**config.mk**
```make
export PLATFORM = sky130hd
export DESIGN_NAME = fuse_auto_seq
export DESIGN_NICKNAME = d
export VERILOG_FILES = /design/src/rtl/fas_pkg.sv /design/src/rtl/fas_regs.sv /design/src/rtl/fas_pulse.sv /design/src/rtl/fas_fsm.sv /design/src/rtl/fuse_auto_seq.sv
export SDC_FILE = /design/constraint.sdc
export NUM_CORES = 1
export LEC_CHECK = 0
export CAP_MARGIN = 20
export CORE_MARGIN = 5
export CORE_UTILIZATION = 36
export CTS_CLUSTER_SIZE = 40
export DETAILED_ROUTE_END_ITERATION = 10
export SLEW_MARGIN = 20
export SYNTH_ARGS = -nofsm -noshare
export SYNTH_HDL_FRONTEND = slang
export SYNTH_SLANG_ARGS = --single-unit
```
**constraint.sdc**
```tcl
create_clock -name clk -period 21 [get_ports clk]
set_input_delay 6.3 -clock clk [delete_from_list [all_inputs] [get_ports clk]]
set_output_delay 6.3 -clock clk [all_outputs]
set_load 0.03 [all_outputs]
```
**src/rtl/fas_pkg.sv**
```systemverilog
package fas_pkg;
   // timing field width (start and length each)
   localparam int TW = 16;
   // macro control pins driven by the sequencer
   localparam int NPIN       = 5;
   localparam int PIN_CSB    = 0;
   localparam int PIN_PGENB  = 1;
   localparam int PIN_LOAD   = 2;
   localparam int PIN_ADDR   = 3;
   localparam int PIN_STROBE = 4;
   // pins that are asserted low at the macro
   localparam logic [NPIN-1:0] PIN_ACT_LOW = 5'b00011;

   // register word indices
   localparam int REG_MODE = 0;
   localparam int REG_CTRL = 1;
   localparam int REG_IEN  = 2;
   localparam int REG_STAT = 3;
   localparam int REG_DOUT = 4;
   localparam int REG_TRD  = 5;
   localparam int REG_TPG  = REG_TRD + NPIN;

   // status bits
   localparam int ST_DONE = 0;
   localparam int ST_NS2S = 1;
   localparam int ST_S2NS = 2;
   localparam int NSTAT   = 3;

   typedef struct packed {
      logic [TW-1:0] start;
      logic [TW-1:0] len;
   } tim_t;

   function automatic tim_t tim_default(input logic rd, input int pin);
      tim_t t;
      t.start = (pin == PIN_STROBE) ? TW'(2) : TW'(1);
      if (rd) t.len = (pin == PIN_STROBE) ? TW'(3) : TW'(4);
      else    t.len = (pin == PIN_STROBE) ? TW'(240) : TW'(241);
      return t;
   endfunction
endpackage

```
**src/rtl/fas_regs.sv**
```systemverilog
module fas_regs
   import fas_pkg::*;
#(
   parameter int ADDR_W = 10,
   parameter int DATA_W = 32,
   parameter int REG_AW = 4
) (
   input  logic                    clk,
   input  logic                    rst_n,
   input  logic                    wr,
   input  logic [REG_AW-1:0]       waddr,
   input  logic [DATA_W-1:0]       wdata,
   input  logic [REG_AW-1:0]       raddr,
   output logic [DATA_W-1:0]       rdata,
   input  logic                    busy,
   input  logic [NSTAT-1:0]        set_stat,
   input  logic                    dout_we,
   input  logic [DATA_W-1:0]       dout_in,
   output logic                    mode_user,
   output logic                    start_req,
   output logic                    start_rd,
   output logic [ADDR_W-1:0]       start_addr,
   output tim_t [NPIN-1:0]         rd_tim,
   output tim_t [NPIN-1:0]         pg_tim,
   output logic [NSTAT-1:0]        stat,
   output logic                    irq
);
   localparam int A_LSB = 16;

   logic              mode_q;
   logic              ctrl_en_q, ctrl_rd_q;
   logic [ADDR_W-1:0] ctrl_addr_q;
   logic [NSTAT-1:0]  ien_q, stat_q, clr;
   logic [DATA_W-1:0] dout_q;
   tim_t              rd_q [NPIN];
   tim_t              pg_q [NPIN];
   logic              hit_ctrl, ctrl_acc;
   logic              unused_wbits;

   assign unused_wbits = ^wdata;
   assign hit_ctrl   = wr && (waddr == REG_AW'(REG_CTRL));
   assign ctrl_acc   = hit_ctrl && !mode_q && !busy;
   assign start_req  = ctrl_acc && wdata[0] && !ctrl_en_q;
   assign start_rd   = wdata[1];
   assign start_addr = wdata[A_LSB +: ADDR_W];
   assign clr        = (wr && (waddr == REG_AW'(REG_STAT))) ? wdata[NSTAT-1:0] : '0;

   always_ff @(posedge clk or negedge rst_n) begin
      if (!rst_n) begin
         mode_q      <= 1'b0;
         ctrl_en_q   <= 1'b0;
         ctrl_rd_q   <= 1'b0;
         ctrl_addr_q <= '0;
         ien_q       <= '0;
         stat_q      <= '0;
         dout_q      <= '0;
      end else begin
         if (wr && (waddr == REG_AW'(REG_MODE))) mode_q <= wdata[0];
         if (ctrl_acc) begin
            ctrl_en_q   <= wdata[0];
            ctrl_rd_q   <= wdata[1];
            ctrl_addr_q <= wdata[A_LSB +: ADDR_W];
         end
         if (wr && (waddr == REG_AW'(REG_IEN))) ien_q <= wdata[NSTAT-1:0];
         // hardware set wins over a same-cycle clear
         stat_q <= (stat_q & ~clr) | set_stat;
         if (dout_we) dout_q <= dout_in;
      end
   end

   for (genvar i = 0; i < NPIN; i++) begin : g_tim
      always_ff @(posedge clk or negedge rst_n) begin
         if (!rst_n) begin
            rd_q[i] <= tim_default(1'b1, i);
            pg_q[i] <= tim_default(1'b0, i);
         end else if (wr) begin
            if (waddr == REG_AW'(REG_TRD + i)) rd_q[i] <= tim_t'(wdata[2*TW-1:0]);
            if (waddr == REG_AW'(REG_TPG + i)) pg_q[i] <= tim_t'(wdata[2*TW-1:0]);
         end
      end
      assign rd_tim[i] = rd_q[i];
      assign pg_tim[i] = pg_q[i];
   end

   always_comb begin
      rdata = '0;
      if (raddr == REG_AW'(REG_MODE)) rdata[0] = mode_q;
      if (raddr == REG_AW'(REG_CTRL)) begin
         rdata[0] = ctrl_en_q;
         rdata[1] = ctrl_rd_q;
         rdata[A_LSB +: ADDR_W] = ctrl_addr_q;
      end
      if (raddr == REG_AW'(REG_IEN))  rdata[NSTAT-1:0] = ien_q;
      if (raddr == REG_AW'(REG_STAT)) rdata[NSTAT-1:0] = stat_q;
      if (raddr == REG_AW'(REG_DOUT)) rdata = dout_q;
      for (int i = 0; i < NPIN; i++) begin
         if (raddr == REG_AW'(REG_TRD + i)) rdata[2*TW-1:0] = rd_q[i];
         if (raddr == REG_AW'(REG_TPG + i)) rdata[2*TW-1:0] = pg_q[i];
      end
   end

   assign mode_user = mode_q;
   assign stat      = stat_q;
   assign irq       = |(stat_q & ien_q);
endmodule

```
**src/rtl/fas_pulse.sv**
```systemverilog
module fas_pulse
   import fas_pkg::*;
#(
   parameter int CW = TW + 1
) (
   input  logic          run,
   input  logic [CW-1:0] cnt,
   input  tim_t          tim,
   output logic          active,
   output logic          last
);
   logic [CW-1:0] t_on, t_off;

   assign t_on   = CW'(tim.start);
   assign t_off  = CW'(tim.start) + CW'(tim.len);
   assign active = run && (cnt >= t_on) && (cnt < t_off);
   assign last   = run && (tim.len != '0) && (cnt == t_off - CW'(1));
endmodule

```
**src/rtl/fas_fsm.sv**
```systemverilog
module fas_fsm
   import fas_pkg::*;
#(
   parameter int ADDR_W    = 10,
   parameter int DATA_W    = 32,
   parameter int WORDS     = 32,
   parameter int SEC_WORDS = 24
) (
   input  logic               clk,
   input  logic               rst_n,
   input  logic               start_req,
   input  logic               start_rd,
   input  logic [ADDR_W-1:0]  start_addr,
   input  logic               sec_in,
   input  tim_t [NPIN-1:0]    rd_tim,
   input  tim_t [NPIN-1:0]    pg_tim,
   output logic               busy,
   output logic [NSTAT-1:0]   set_stat,
   output logic               dout_we,
   output logic               prog,
   output logic [NPIN-1:0]    act,
   output logic [ADDR_W-1:0]  op_addr
);
   localparam int WORD_W = $clog2(WORDS);
   localparam int CW     = TW + 1;
   localparam logic [WORD_W:0] SEC_LIM = (WORD_W+1)'(SEC_WORDS);

   logic              busy_q, op_rd_q;
   logic [CW-1:0]     cnt_q, end_v;
   logic [ADDR_W-1:0] op_addr_q;
   tim_t [NPIN-1:0]   sel;
   logic [NPIN-1:0]   last;
   logic              fin, in_sec, viol_ns, viol_s, go;

   assign sel = op_rd_q ? rd_tim : pg_tim;

   always_comb begin
      end_v = '0;
      for (int i = 0; i < NPIN; i++)
         if (CW'(sel[i].start) + CW'(sel[i].len) > end_v)
            end_v = CW'(sel[i].start) + CW'(sel[i].len);
   end

   assign fin     = busy_q && (({1'b0, cnt_q} + (CW+1)'(1)) >= {1'b0, end_v});
   assign in_sec  = {1'b0, start_addr[WORD_W-1:0]} < SEC_LIM;
   assign viol_ns = !sec_in && in_sec;
   assign viol_s  = sec_in && !in_sec;
   assign go      = start_req && !viol_ns && !viol_s;

   always_comb begin
      set_stat          = '0;
      set_stat[ST_DONE] = fin;
      set_stat[ST_NS2S] = start_req && viol_ns;
      set_stat[ST_S2NS] = start_req && viol_s;
   end

   always_ff @(posedge clk or negedge rst_n) begin
      if (!rst_n) begin
         busy_q    <= 1'b0;
         cnt_q     <= '0;
         op_rd_q   <= 1'b0;
         op_addr_q <= '0;
      end else if (go) begin
         busy_q    <= 1'b1;
         cnt_q     <= '0;
         op_rd_q   <= start_rd;
         op_addr_q <= start_addr;
      end else if (fin) begin
         busy_q <= 1'b0;
      end else if (busy_q) begin
         cnt_q <= cnt_q + CW'(1);
      end
   end

   for (genvar i = 0; i < NPIN; i++) begin : g_pin
      fas_pulse #(.CW(CW)) i_pulse (
         .run    (busy_q),
         .cnt    (cnt_q),
         .tim    (sel[i]),
         .active (act[i]),
         .last   (last[i])
      );
   end

   assign busy    = busy_q;
   assign op_addr = op_addr_q;
   assign dout_we = busy_q && op_rd_q && last[PIN_STROBE];
   assign prog    = busy_q && !op_rd_q && last[PIN_STROBE];
endmodule

```
**src/rtl/fuse_auto_seq.sv**
```systemverilog
module fuse_auto_seq
   import fas_pkg::*;
#(
   parameter int ADDR_W    = 10,
   parameter int DATA_W    = 32,
   parameter int REG_AW    = 4,
   parameter int WORDS     = 32,
   parameter int SEC_WORDS = 24
) (
   input  logic              clk,
   input  logic              rst_n,
   input  logic              reg_wr,
   input  logic [REG_AW-1:0] reg_waddr,
   input  logic [DATA_W-1:0] reg_wdata,
   input  logic [REG_AW-1:0] reg_raddr,
   output logic [DATA_W-1:0] reg_rdata,
   input  logic              sec_in,
   output logic              irq,
   output logic              mac_csb_n,
   output logic              mac_pgenb_n,
   output logic              mac_load,
   output logic              mac_strobe,
   output logic [ADDR_W-1:0] mac_addr,
   output logic [ADDR_W-1:0] fa_addr,
   input  logic [DATA_W-1:0] fa_rdata,
   output logic              fa_prog
);
   localparam int WORD_W = $clog2(WORDS);

   if ((1 << WORD_W) != WORDS) begin : g_bad_words
      $error("WORDS must be a power of two");
   end
   if (SEC_WORDS > WORDS) begin : g_bad_sec
      $error("SEC_WORDS must not exceed WORDS");
   end
   if (ADDR_W < WORD_W) begin : g_bad_addr
      $error("ADDR_W too small for WORDS");
   end
   if (DATA_W < 16 + ADDR_W || DATA_W < 2 * TW) begin : g_bad_data
      $error("DATA_W too small for control or timing fields");
   end
   if ((1 << REG_AW) < REG_TPG + NPIN) begin : g_bad_regaw
      $error("REG_AW too small for the register map");
   end

   logic              busy, mode_user, start_req, start_rd, dout_we;
   logic [ADDR_W-1:0] start_addr, op_addr;
   logic [NSTAT-1:0]  stat, set_stat;
   tim_t [NPIN-1:0]   rd_tim, pg_tim;
   logic [NPIN-1:0]   act, lvl;

   fas_regs #(.ADDR_W(ADDR_W), .DATA_W(DATA_W), .REG_AW(REG_AW)) i_regs (
      .clk        (clk),
      .rst_n      (rst_n),
      .wr         (reg_wr),
      .waddr      (reg_waddr),
      .wdata      (reg_wdata),
      .raddr      (reg_raddr),
      .rdata      (reg_rdata),
      .busy       (busy),
      .set_stat   (set_stat),
      .dout_we    (dout_we),
      .dout_in    (fa_rdata),
      .mode_user  (mode_user),
      .start_req  (start_req),
      .start_rd   (start_rd),
      .start_addr (start_addr),
      .rd_tim     (rd_tim),
      .pg_tim     (pg_tim),
      .stat       (stat),
      .irq        (irq)
   );

   fas_fsm #(.ADDR_W(ADDR_W), .DATA_W(DATA_W), .WORDS(WORDS), .SEC_WORDS(SEC_WORDS)) i_fsm (
      .clk        (clk),
      .rst_n      (rst_n),
      .start_req  (start_req),
      .start_rd   (start_rd),
      .start_addr (start_addr),
      .sec_in     (sec_in),
      .rd_tim     (rd_tim),
      .pg_tim     (pg_tim),
      .busy       (busy),
      .set_stat   (set_stat),
      .dout_we    (dout_we),
      .prog       (fa_prog),
      .act        (act),
      .op_addr    (op_addr)
   );

   // polarity per pin chosen at elaboration
   for (genvar i = 0; i < NPIN; i++) begin : g_pol
      if (PIN_ACT_LOW[i]) begin : g_low
         assign lvl[i] = ~act[i];
      end else begin : g_high
         assign lvl[i] = act[i];
      end
   end

   assign mac_csb_n   = lvl[PIN_CSB];
   assign mac_pgenb_n = lvl[PIN_PGENB];
   assign mac_load    = lvl[PIN_LOAD];
   assign mac_strobe  = lvl[PIN_STROBE];
   assign mac_addr    = act[PIN_ADDR] ? op_addr : '0;
   assign fa_addr     = op_addr;
endmodule

```
==> implementation parameters <==
Parameter                              Value

Logic synthesis
  Proportion of register bits with asynchronous set or reset after synthesis    100%
  Number of enable-type register cells in the synthesized netlist    0
  Count of mapped cells out of synthesis    3001
  Most common flop cell mapped by yosys    dfrtp_1
  Synthesized netlist net count    3410
  Warnings from Yosys    0
  Average instance area after synthesis    between 10 and 15 um^2
  Number of register bits inferred by synthesis    400
  Netlist cell types    80
  Total standard cell area after synthesis    0.0306 mm^2
  Sequential cell area fraction in the yosys report    approximately 33%

STA
  RSZ-0062 raised after global routing    false
  Setup violators final    0
  Post-layout min period    about 17 ns
  Timing-limited maximum frequency    57.7 MHz
  Sum of negative setup slack    0 ns
  Relative slew slack    27.5%
  Worst Skew    0.0244 ns
  Hold violation count in the final report    0
  Worst slew pin tran    1.09 ns
  Pins Over Slew Limit    0
  Fraction of the cycle the final worst path needs    82.6%

Floorplan
  Initial Utilization    36.1%
  Placeable core area    0.0847 mm^2
  Full die area    between 0.09 and 0.1 mm^2
  Horizontal extent of the die    approximately 300 um
  Floorplan die height    between 300 and 400 um
  Number of primary I/O pins    134
  Std cell rows    107

Clocking
  Number of hold-repair buffers added at the cts stage    0
  Clk root buf    clkbuf_16
  Clock Sink Count    400
  Clock insertion delay at the later pin of the skew report    about 0.6 ns
  Clock slew at reported path FFs    0.06 ns
  Number of levels the H-tree was split into    2
  Cells resized by post-CTS repair    0
  Post-CTS setup buffer count    0
  Longest Clk Path Bufs    3
  TritonCTS clock tree    yes
  Number of buffers created by CTS    46

Setup path
  Cell count of the worst reg-to-reg path    66
  Kind of launch point of the worst setup path    flop
  Slowest stage delay, CP    0.86 ns
  Worst endpoint data arrival time    17.80 ns
  CP top delay family    compound AO/OA/AOI/OAI gates
  Data required time at the worst endpoint    21.46 ns
  Path length in cells of the critical path    66
  Most used cell, CP    a21o_1
  Maximum fanout count along the critical path    45
  Crit path kind    flop to flop
  Worst setup EP type    flop
  Critical path buffers and inverters    4
  Crit path max-delay cell type    a2111oi_0

Hold path
  Number of cells on the worst hold path    2
  Hold WC Path Type    flop to flop

Global routing
  Maximum number of pins on one net before global-route repair    between 100 and 150
  Initial antenna violation count    2
  Overall fraction of global-route tracks in use    between 20% and 30%
  GRT overflow    0
  Wire length of the first global-routing pass    160000 um
  Vias in the first global route    24200

Job
  Max-cap check violation count    0

Cells and area
  Count of inserted antenna diode cells    0
  Layout fillers    8339
  Commonest cells after routing, fill and taps aside    mux2_2, dfrtp_1, ha_1
  Share of final-layout standard cells stronger than drive strength 1    a little under a quarter
  Area growth from synthesis to final layout    13.9%
  Net count reported at finish    3488
  Commonest non-fill, non-tap cell in the layout    mux2_2

Route
  Number of detailed-routing iterations run before antenna repair    6
  Via density per instance    5.71
  Total via count after detailed routing    around 24000
  Post-detailed-route count of antenna-violating nets    0
  Wire length per cell    25.3 um
  Total length of routed wires    108000 um
  Detailed router's first-iteration violation count    2144
  Residual DRC count    0

Status
  Result of the run    finished clean

Place
  Post-DP HPWL    80500 um
  Routability cong.    0.957
  Number of port buffers    between 100 and 150
==> stage by stage <==
stage | util [%] | hold slack, ns | worst slack [ns] | instance area (um^2) | instances
6_report | 41.1 | 0.506 | 3.66 | 34900 | 4261
5_1_grt | 41.1 | 0.534 | 2.39 | 34900 | 4261
4_1_cts | 41.1 | 0.510 | 3.65 | 34800 | 4260
3_5_place_dp | 39.3 | 0.495 | 3.77 | 33300 | 4174
3_3_place_gp | 39.3 | 0.489 | 4.15 | 33300 | 4174
2_1_floorplan | - | 0.453 | 5.46 | 30600 | 3001
==> sequential cells by signal, indices dropped and copies added (netlist names) <==
register / cells
i_regs.rd_tim: 160
i_regs.ctrl_rd_q: 1
i_fsm.cnt_q: 17
i_regs.ctrl_en_q: 1
i_regs.ien_q: 3
i_fsm.op_addr: 10
i_fsm.op_rd_q: 1
i_regs.mode_user: 1
i_fsm.busy: 1
i_regs.dout_q: 32
i_regs.ctrl_addr_q: 10
i_regs.pg_tim: 160
i_regs.stat: 3
==> final timing paths <==
check                               endpoint  slack, ns        startpoint
setup / recovery             i_fsm.cnt_q[13]       3.66     i_fsm.op_rd_q
setup reg to reg             i_fsm.cnt_q[13]       3.66     i_fsm.op_rd_q
hold / removal              i_fsm.op_addr[5]       0.51  i_fsm.op_addr[5]
min in group asynchronous    i_fsm.cnt_q[11]       5.75             rst_n
hold reg to reg             i_fsm.op_addr[5]       0.51  i_fsm.op_addr[5]
max in group asynchronous  i_regs.pg_tim[67]      13.12             rst_n
==> worst reg2reg max path: cells and delay by family, from the launching register on <==
kind | cells | cell delay [ns]
xor+xnor | 1 | 0.17
mux | 4 | 1.53
buf+inv | 4 | 1.08
compound gates | 38 | 8.07
flops | 1 | 0.78
fa+ha+maj | 7 | 2.19
simple gates | 12 | 3.37
==> cell usage after synthesis (31+ instances only) <==
library cell,n,area share (%)
mux2_2,473,17
dfrtp_1,360,29
ha_1,328,13
inv_1,206,2.5
a21oi_1,144,2.4
nand2_1,140,1.7
nor2_1,122,1.5
clkbuf_1,108,1.3
a21o_1,101,2.5
mux2i_1,85,2.8
o21ai_0,78,1.3
xnor2_1,78,2.2
nand3_1,64,1.0
a22oi_1,53,1.3
o21a_1,46,1.1
nor3_1,41,0.67
buf_1,40,0.49
dfstp_2,40,3.4
a222oi_1,33,1.1
nand4_1,33,0.67
nand2b_1,31,0.63
==> per-layer routing <==
layer / share of wire [%] / GRT usage, % / wire, um / vias to the layer above
li1: - / - / - / 11200
met3: 5.1 / 2.88 / 5520 / 183
met1: 44 / 31.4 / 47300 / 12100
met5: 0.018 / 0 / 19 / -
met4: 4.5 / 8.74 / 4850 / 2
met2: 46 / 38.4 / 49900 / 787
==> area by class of cell <==
class / instances / area [um^2] / share of cell area (%)
Clock buffer: 64 / 1310 / 3.76
Clock inverter: 22 / 256 / 0.736
Inverter: 208 / 781 / 2.24
Multi-Input combinational cell: 2238 / 19300 / 55.3
Sequential cell: 400 / 10100 / 28.9
Tap cell: 1144 / 1430 / 4.11
Timing Repair Buffer: 185 / 1750 / 5.01
==> kinds of logic (layout without fill, tap and decap cells) <==
family,after synthesis,in the layout,share of synthesized area [%]
muxes,589,589,21.7
AOI/OAI and AO/OA,661,661,15.1
buffers and inverters,363,479,4.55
xor gates and xnor gates,102,102,2.92
and+or+nand+nor,553,553,9.13
DFF,400,400,32.9
adders and majority gates,333,333,13.7
Power is not shown: default switching activity piles up to over one toggle a cycle in this logic, so the estimate is an artifact.
